**src/rtl/divstep_pkg.sv**
```systemverilog
package divstep_pkg;

   // Command chosen for the current cycle after priority resolution
   typedef enum logic [1:0] {
      CMD_NONE    = 2'd0,
      CMD_STEP    = 2'd1,
      CMD_SETUP_S = 2'd2,
      CMD_SETUP_U = 2'd3
   } divstep_cmd_e;

   // Status flags kept between steps
   typedef struct packed {
      logic q;
      logic m;
      logic t;
   } divstep_flags_t;

endpackage

```
**src/rtl/divstep_cmd_arb.sv**
```systemverilog
module divstep_cmd_arb
   import divstep_pkg::*;
(
   input  logic         setup_u_i,
   input  logic         setup_s_i,
   input  logic         step_i,
   output divstep_cmd_e cmd_o
);

   // Fixed priority: unsigned setup, then signed setup, then step
   always_comb begin
      if (setup_u_i)      cmd_o = CMD_SETUP_U;
      else if (setup_s_i) cmd_o = CMD_SETUP_S;
      else if (step_i)    cmd_o = CMD_STEP;
      else                cmd_o = CMD_NONE;
   end

endmodule

```
**src/rtl/divstep_addsub.sv**
```systemverilog
module divstep_addsub #(
   parameter int WIDTH        = 32,
   parameter bit SHARED_ADDER = 1'b1
) (
   input  logic [WIDTH-1:0] word_i,
   input  logic [WIDTH-1:0] dvs_i,
   input  logic             t_in,
   input  logic             do_sub,
   output logic [WIDTH-1:0] res_o,
   output logic             cb_o,
   output logic             msb_o
);

   logic [WIDTH-1:0] shifted;

   // Bit shifted out is reported before the shift; T enters at the bottom
   assign msb_o   = word_i[WIDTH-1];
   assign shifted = {word_i[WIDTH-2:0], t_in};

   generate
      if (SHARED_ADDER) begin : g_shared
         // One adder; subtraction as add of inverted operand plus one
         logic [WIDTH-1:0] opnd;
         logic [WIDTH:0]   total;
         assign opnd  = do_sub ? ~dvs_i : dvs_i;
         assign total = {1'b0, shifted} + {1'b0, opnd} + {{WIDTH{1'b0}}, do_sub};
         assign res_o = total[WIDTH-1:0];
         // Borrow is the inverse of the carry of the complemented add
         assign cb_o  = do_sub ? ~total[WIDTH] : total[WIDTH];
      end else begin : g_split
         // Separate adder and subtractor, result chosen afterwards
         logic [WIDTH:0] sum_add;
         logic [WIDTH:0] sum_sub;
         assign sum_add = {1'b0, shifted} + {1'b0, dvs_i};
         assign sum_sub = {1'b0, shifted} - {1'b0, dvs_i};
         assign res_o   = do_sub ? sum_sub[WIDTH-1:0] : sum_add[WIDTH-1:0];
         assign cb_o    = do_sub ? sum_sub[WIDTH] : sum_add[WIDTH];
      end
   endgenerate

endmodule

```
**src/rtl/divstep_flag_calc.sv**
```systemverilog
module divstep_flag_calc
   import divstep_pkg::*;
(
   input  divstep_cmd_e   cmd_i,
   input  divstep_flags_t cur_i,
   input  logic           word_msb_i,
   input  logic           dvs_msb_i,
   input  logic           cb_i,
   output divstep_flags_t nxt_o
);

   always_comb begin
      nxt_o = cur_i;
      unique case (cmd_i)
         CMD_SETUP_U: begin
            nxt_o = '0;
         end
         CMD_SETUP_S: begin
            nxt_o.q = word_msb_i;
            nxt_o.m = dvs_msb_i;
            nxt_o.t = word_msb_i ^ dvs_msb_i;
         end
         CMD_STEP: begin
            // One expression covers all four old-Q / M combinations
            nxt_o.q = word_msb_i ^ cb_i ^ cur_i.m;
            nxt_o.t = (word_msb_i ^ cb_i ^ cur_i.m) == cur_i.m;
         end
         default: begin
            nxt_o = cur_i;
         end
      endcase
   end

endmodule

```
**src/rtl/divstep_unit.sv**
```systemverilog
module divstep_unit
   import divstep_pkg::*;
#(
   parameter int WIDTH        = 32,
   parameter bit SHARED_ADDER = 1'b1
) (
   input  logic             clk,
   input  logic             rst_n,
   input  logic             step_i,
   input  logic             setup_u_i,
   input  logic             setup_s_i,
   input  logic [WIDTH-1:0] word_i,
   input  logic [WIDTH-1:0] dvs_i,
   output logic [WIDTH-1:0] word_o,
   output logic             q_o,
   output logic             m_o,
   output logic             t_o,
   output logic             done_o
);

   localparam int MSB = WIDTH - 1;

   generate
      if (WIDTH < 2) begin : g_bad_width
         $error("divstep_unit: WIDTH must be at least 2");
      end
   endgenerate

   divstep_cmd_e   cmd;
   divstep_flags_t flags_q;
   divstep_flags_t flags_nxt;
   logic [MSB:0]   word_q;
   logic [MSB:0]   alu_res;
   logic           alu_cb;
   logic           word_msb;
   logic           done_q;
   logic           do_sub;

   divstep_cmd_arb u_arb (
      .setup_u_i (setup_u_i),
      .setup_s_i (setup_s_i),
      .step_i    (step_i),
      .cmd_o     (cmd)
   );

   // Subtract when the old Q matches M
   assign do_sub = (flags_q.q == flags_q.m);

   divstep_addsub #(
      .WIDTH        (WIDTH),
      .SHARED_ADDER (SHARED_ADDER)
   ) u_addsub (
      .word_i (word_i),
      .dvs_i  (dvs_i),
      .t_in   (flags_q.t),
      .do_sub (do_sub),
      .res_o  (alu_res),
      .cb_o   (alu_cb),
      .msb_o  (word_msb)
   );

   divstep_flag_calc u_flags (
      .cmd_i      (cmd),
      .cur_i      (flags_q),
      .word_msb_i (word_msb),
      .dvs_msb_i  (dvs_i[MSB]),
      .cb_i       (alu_cb),
      .nxt_o      (flags_nxt)
   );

   always_ff @(posedge clk) begin
      if (!rst_n) begin
         word_q  <= '0;
         flags_q <= '0;
         done_q  <= 1'b0;
      end else begin
         done_q <= (cmd == CMD_STEP);
         if (cmd != CMD_NONE) flags_q <= flags_nxt;
         if (cmd == CMD_STEP) word_q  <= alu_res;
      end
   end

   assign word_o = word_q;
   assign q_o    = flags_q.q;
   assign m_o    = flags_q.m;
   assign t_o    = flags_q.t;
   assign done_o = done_q;

endmodule

```
**config.mk**
```make
export PLATFORM = sky130hd
export DESIGN_NAME = divstep_unit
export DESIGN_NICKNAME = d
export VERILOG_FILES = /design/src/rtl/divstep_pkg.sv /design/src/rtl/divstep_cmd_arb.sv /design/src/rtl/divstep_addsub.sv /design/src/rtl/divstep_flag_calc.sv /design/src/rtl/divstep_unit.sv
export SDC_FILE = /design/constraint.sdc
export NUM_CORES = 1
export LEC_CHECK = 0
export ABC_AREA = 1
export BUFFER_PORTS_ARGS = -buffer_cell sky130_fd_sc_hd__buf_2
export CAP_MARGIN = 15
export CORE_ASPECT_RATIO = 0.6
export CORE_MARGIN = 8
export CORE_UTILIZATION = 45
export CTS_CLUSTER_DIAMETER = 40
export DETAILED_ROUTE_END_ITERATION = 12
export GPL_ROUTABILITY_DRIVEN = 0
export GPL_TIMING_DRIVEN = 0
export PLACE_DENSITY = 0.73
export RECOVER_POWER = 25
export SLEW_MARGIN = 10
export SYNTH_ARGS = -nofsm -noshare
export SYNTH_HDL_FRONTEND = slang
export SYNTH_SLANG_ARGS = --single-unit
```
**constraint.sdc**
```tcl
create_clock -name clk -period 2.5 [get_ports clk]
set_input_delay 0.125 -clock clk [delete_from_list [all_inputs] [get_ports clk]]
set_output_delay 0.125 -clock clk [all_outputs]
set_load 0.02 [all_outputs]
```
# After elaboration in Yosys (flattened, before gate mapping)

Cells that the tools add are included.

Register bits after elaboration: 36
Bits in latches: 0
Bits in writable memories: 0
Bits in read-only memories: 0
Bits of input ports: 69
Output and inout port bits: 36
Logic and storage cells: 30
Memories kept: 0

$add $sub $neg: 2
Multipliers: 0
Div/mod/pow operators: 0
Order comparisons: 0
Eq/ne operators: 5
Shift operators: 0
Multiplexer cells: 8
Bitwise operators: 5
Reductions and logical operators: 5

Operators with widths:

| operator           | count |
|---|---|
| $add 32x32->33     | 1 |
| $add 33x1->33      | 1 |
| $mux 32            | 1 |
| $not 32->32        | 1 |
| $pmux 1 s3         | 2 |
| $eq 2x2->1 const B | 2 |
| $mux 2             | 2 |
| $reduce_and 2->1   | 2 |
| $reduce_bool 2->1  | 2 |
| $reduce_bool 3->1  | 1 |
| $xor 1x1->1        | 3 |
| $eq 1x1->1         | 2 |
| $eq 2x1->1 const B | 1 |
| $mux 1             | 2 |
| $pmux 1 s2         | 1 |
| $not 1->1          | 1 |

# Logic depth before layout (Yosys ltp)

Word-level depth: 10
Gate-level depth with buffers: 23

# Hierarchy

A second synthesis with hierarchy kept.

Cells, all modules: 760
Area, all modules: 4292.9 um^2

By module, submodules not included:

| module            | times used | cells each | area an instance (um^2) | sequential area each (um^2) |
|---|---|---|---|---|
| divstep_addsub    | 1          | 498        | 2608.8                  | 0.0 |
| divstep_unit      | 1          | 231        | 1550.2                  | 720.7 |
| divstep_flag_calc | 1          | 26         | 115.1                   | 0.0 |
| divstep_cmd_arb   | 1          | 5          | 18.8                    | 0.0 |

# Worst setup path before layout

Ideal clock, no wire load.

Kind: register -> register
From: register flags_q (netlist bit q_o)
To: register word_q[18] (netlist: word_o[18])
Setup time: 0.109 ns
Data arrival time: 2.637 ns
Path slack: -0.246 ns
Cell stages (with the launch flop): 18
Cell sequence: dfxtp_1 nand2_1 nand2_2 buf_2 xor2_1 fa_1 nand2_1 nand2_1 and2_1 a21oi_2 o21ai_2 nand2_1 nand2_2 a21oi_1 or2_1 nand3_1 nand2_1 inv_1

Longest elaborated chain between the ends: 4

RTL lines:

| item                     | line                 | text |
|---|---|---|
| start: declaration       | divstep_unit.sv:30   | `divstep_flags_t flags_q;` |
| start signal: assignment | divstep_unit.sv:78   | `if (cmd != CMD_NONE) flags_q <= flags_nxt;` |
| $eq 1x1->1 *             | divstep_unit.sv:47   | `assign do_sub = (flags_q.q == flags_q.m);` |
| $mux 32                  | divstep_addsub.sv:25 | `assign opnd = do_sub ? ~dvs_i : dvs_i;` |
| $add 32x32->33           | divstep_addsub.sv:26 | `assign total = {1'b0, shifted} + {1'b0, opnd} + {{WIDTH{1'b0}}, do_sub};` |
| $add 33x1->33 *          | divstep_addsub.sv:26 |  |
| end signal: assignment   | divstep_unit.sv:79   | `if (cmd == CMD_STEP) word_q <= alu_res;` |
| end: declaration         | divstep_unit.sv:32   | `logic [MSB:0] word_q;` |

Every way passes the cells marked *; elsewhere a longest branch is shown, timed or not.
A chain may end at the register's enable or synchronous reset.

# Final worst setup path

Ends and elaborated chain as after synthesis.

==> impl_metrics.tcl <==
set metrics [dict create \
    outcome "finished with violations" \
    violations "negative setup slack" \
    synth.distinct_cells 39 \
    max_cap_violations 0 \
    drive_above_1_share_pct 47.49 \
    peakVddDrop_mv 0.2939 \
    p_leak_uw 0.002982 \
    synth_seq_area_share_pct 19.29 \
    yosysTopAreaCell "dfxtp_1" \
    tritoncts "built" \
    finalHoldViolCount 0 \
    worst_pin_slew_ns 0.5793 \
    synth_cells 585 \
    drv_slew 0 \
    clkLatencyLatePin_ns 0.28 \
    dieArea_sq_um 11570 \
    critPathSlowestCell "dfxtp_4" \
    arrival_ns 3.02 \
    core_sq_um 7976 \
    cp-start-kind "register" \
    drtAntennaViolNets 0 \
    cp_cell_sequence "inv_4 > nand2_8 > nand2_8 > clkbuf_16 > xor2_1 > ha_1 > or2_1 > and2_4 > a21oi_4 > o21ai_2 > nand2_1 > nand2_2 > a21oi_2 > or2_1 > nand3_2 > nand2_2 > inv_1" \
    finalCritPeriodShare_pct 113.7 \
    ys.warnings.count 0 \
    ctsLongestPathBuffers 2 \
    p_per_area_nw_per_um2 591.5 \
    min_path_type "in -> reg" \
    finalSetupViolations 26 \
    drtIter0Drc 843 \
    cp-end-kind "register" \
    synth_nets 689 \
    finalNonFillerCells 866 \
    drt_pass1_iterations 6 \
    nets 863 \
    synth_ff_type "dfxtp_1" \
    syn_area_per_cell_sq_um 6.386 \
    via_count 5239 \
    final.setup.tns_ns -5.404 \
    syn_to_final_growth_pct 66.24 \
    dp.cells 797 \
    synth.area.top_cells "dfxtp_1 (19%), nand2_1 (12%), ha_1 (11%)" \
    totalWireLength_um 17970 \
    rsz0062_at_grt "yes" \
    io_pins 105 \
    skew_ns 0.002407 \
    antenna_found_initial 1 \
    layout_setup_ws_ns -0.3422 \
    cts_made_buffers 5 \
    cts-root-buf "clkbuf_16" \
    netlist_area_sq_um 3736 \
    dieWidth_um 133.6 \
    worstPathRequired_ns 2.68 \
    dp_hpwl_um 10260 \
    final_common_cell "buf_2" \
    grt_max_degree 11 \
    vias_per_cell 6.050 \
    yosysTopAreaCellShare_pct 19.29 \
    cp_max_fo 5 \
    critical_path_class "reg -> reg" \
    grt.overflow.total 0 \
    die_y_um 86.58 \
    grt_pass1_vias 4304 \
    cts_htree_levels 2 \
    diodes 0 \
    post_drt_wl_per_cell_um 20.75 \
    initial_utilization_pct 46.84 \
    max_freq_mhz 351.8 \
    core.rowCount 25 \
    synth-edff-count 0 \
    fin_crit_ns 2.842 \
    fill_cells 498 \
    reg2reg_slack_ns -0.34 \
    final_cell_mix "buf_2 (95), nand2_1 (77), inv_1 (64)" \
    synth-seq-cells 36 \
    cp_slowest_stage_delay_ns 0.38 \
    grt_pass1_wl_um 21250 \
    clock_sinks 36 \
    port_buffers 104 \
    async_flop_share_pct 0 \
    clk_pin_slew_worst_paths_ns 0.05 \
    ctsHoldBuffers 0 \
    max_slew_margin_pct 61.38 \
    drcViolationCount 0 \
    grt_usage_pct 22.50 \
]
Yosys cell counts, types with 2 or more instances:
cell and count:
nand2_1 119, clkbuf_1 8, a21o_1 10, o21ai_0 30, ha_1 34, a211oi_1 2
o211ai_1 4, nand4_1 2, nor3_1 3, nor2_1 79, nand3_1 28, dfxtp_1 36
inv_2 3, nor4_1 4, a21oi_1 38, or2_1 2, o21ai_1 3, o21ai_2 2
xor2_1 41, o21bai_1 5, inv_1 76, a21oi_2 2, xnor2_1 10, nand2_2 8
a31oi_1 16, buf_2 7
kinds of logic after synthesis:
kind of cell | after synthesis | share of synthesized area (%)
XOR/XNOR | 51 | 11.96
AO/OA/AOI/OAI | 117 | 18.85
buffers and inverters | 94 | 9.678
AND/OR/NAND/NOR | 252 | 28.30
adder cells (fa/ha/maj) | 35 | 11.92
flip-flops | 36 | 19.29
worst max-delay path, delay by kind of cell (launching register included):
| family | cells | cell delay (ns) |
|---|---|---|
| buffers and inverters | 3 | 0.25 |
| AOI/OAI and AO/OA | 3 | 0.43 |
| adders and majority gates | 1 | 0.32 |
| xor gates and xnor gates | 1 | 0.15 |
| DFF | 1 | 0.38 |
| and+or+nand+nor | 9 | 1.19 |
sequential cells by signal, summed over array words and instances (netlist names):
name,flops
word_o,32
q_o,1
t_o,1
done_o,1
m_o,1
stage by stage:
step	area (sq um)	worst slack [ns]	total power (uW)	hold WS (ns)	util, %
finish	6211	-0.3422	3674	0.1760	77.87
global placement	4412	-0.4765	1977	0.4455	55.31
detailed placement	4412	-0.5290	2003	0.4495	55.31
CTS	5092	-0.1518	2841	0.1670	63.84
global route	6211	-0.4401	3788	0.1884	77.87
floorplan	3756	-0.04581	1614	0.2506	-
routing by layer:
layer  GRT usage (%)  wire, um
met1           31.20      7038
met2           32.52      7309
met4           5.572       899
met5               0         0
met3           7.390      2725
area by class of cell:
| class | count | area, sq um | area share, % |
|---|---|---|---|
| inverters | 79 | 299.0 | 4.815 |
| repair buffers | 166 | 1071 | 17.24 |
| well taps | 108 | 135.1 | 2.176 |
| plain buffers | 15 | 122.6 | 1.974 |
| flip-flops and latches | 36 | 725.7 | 11.68 |
| clock buffers | 6 | 128.9 | 2.075 |
| multi-input cells | 456 | 3729 | 60.03 |
worst paths after layout:
check | start | end | depth (start not counted)
worst max register to register | q_o | word_o[18] | 17
worst max-delay path | q_o | word_o[18] | 17
worst min register to register | word_o[0] | word_o[0] | 2
worst min-delay path | rst_n | word_o[11] | 3
power breakdown:
| part | internal (uW) | switching [uW] | total (uW) |
|---|---|---|---|
| registers | 615 | 28.7 | 644 |
| logic | 1010 | 1450 | 2460 |
| clock network | 358 | 217 | 574 |
repair_timing:
item	CTS	global route
pin swaps	30	76
setup endpoints to repair	23	25
gates cloned	0	4
resized for setup	68	184
buffers inserted	30	29
Power figures use the tool's default switching activity.
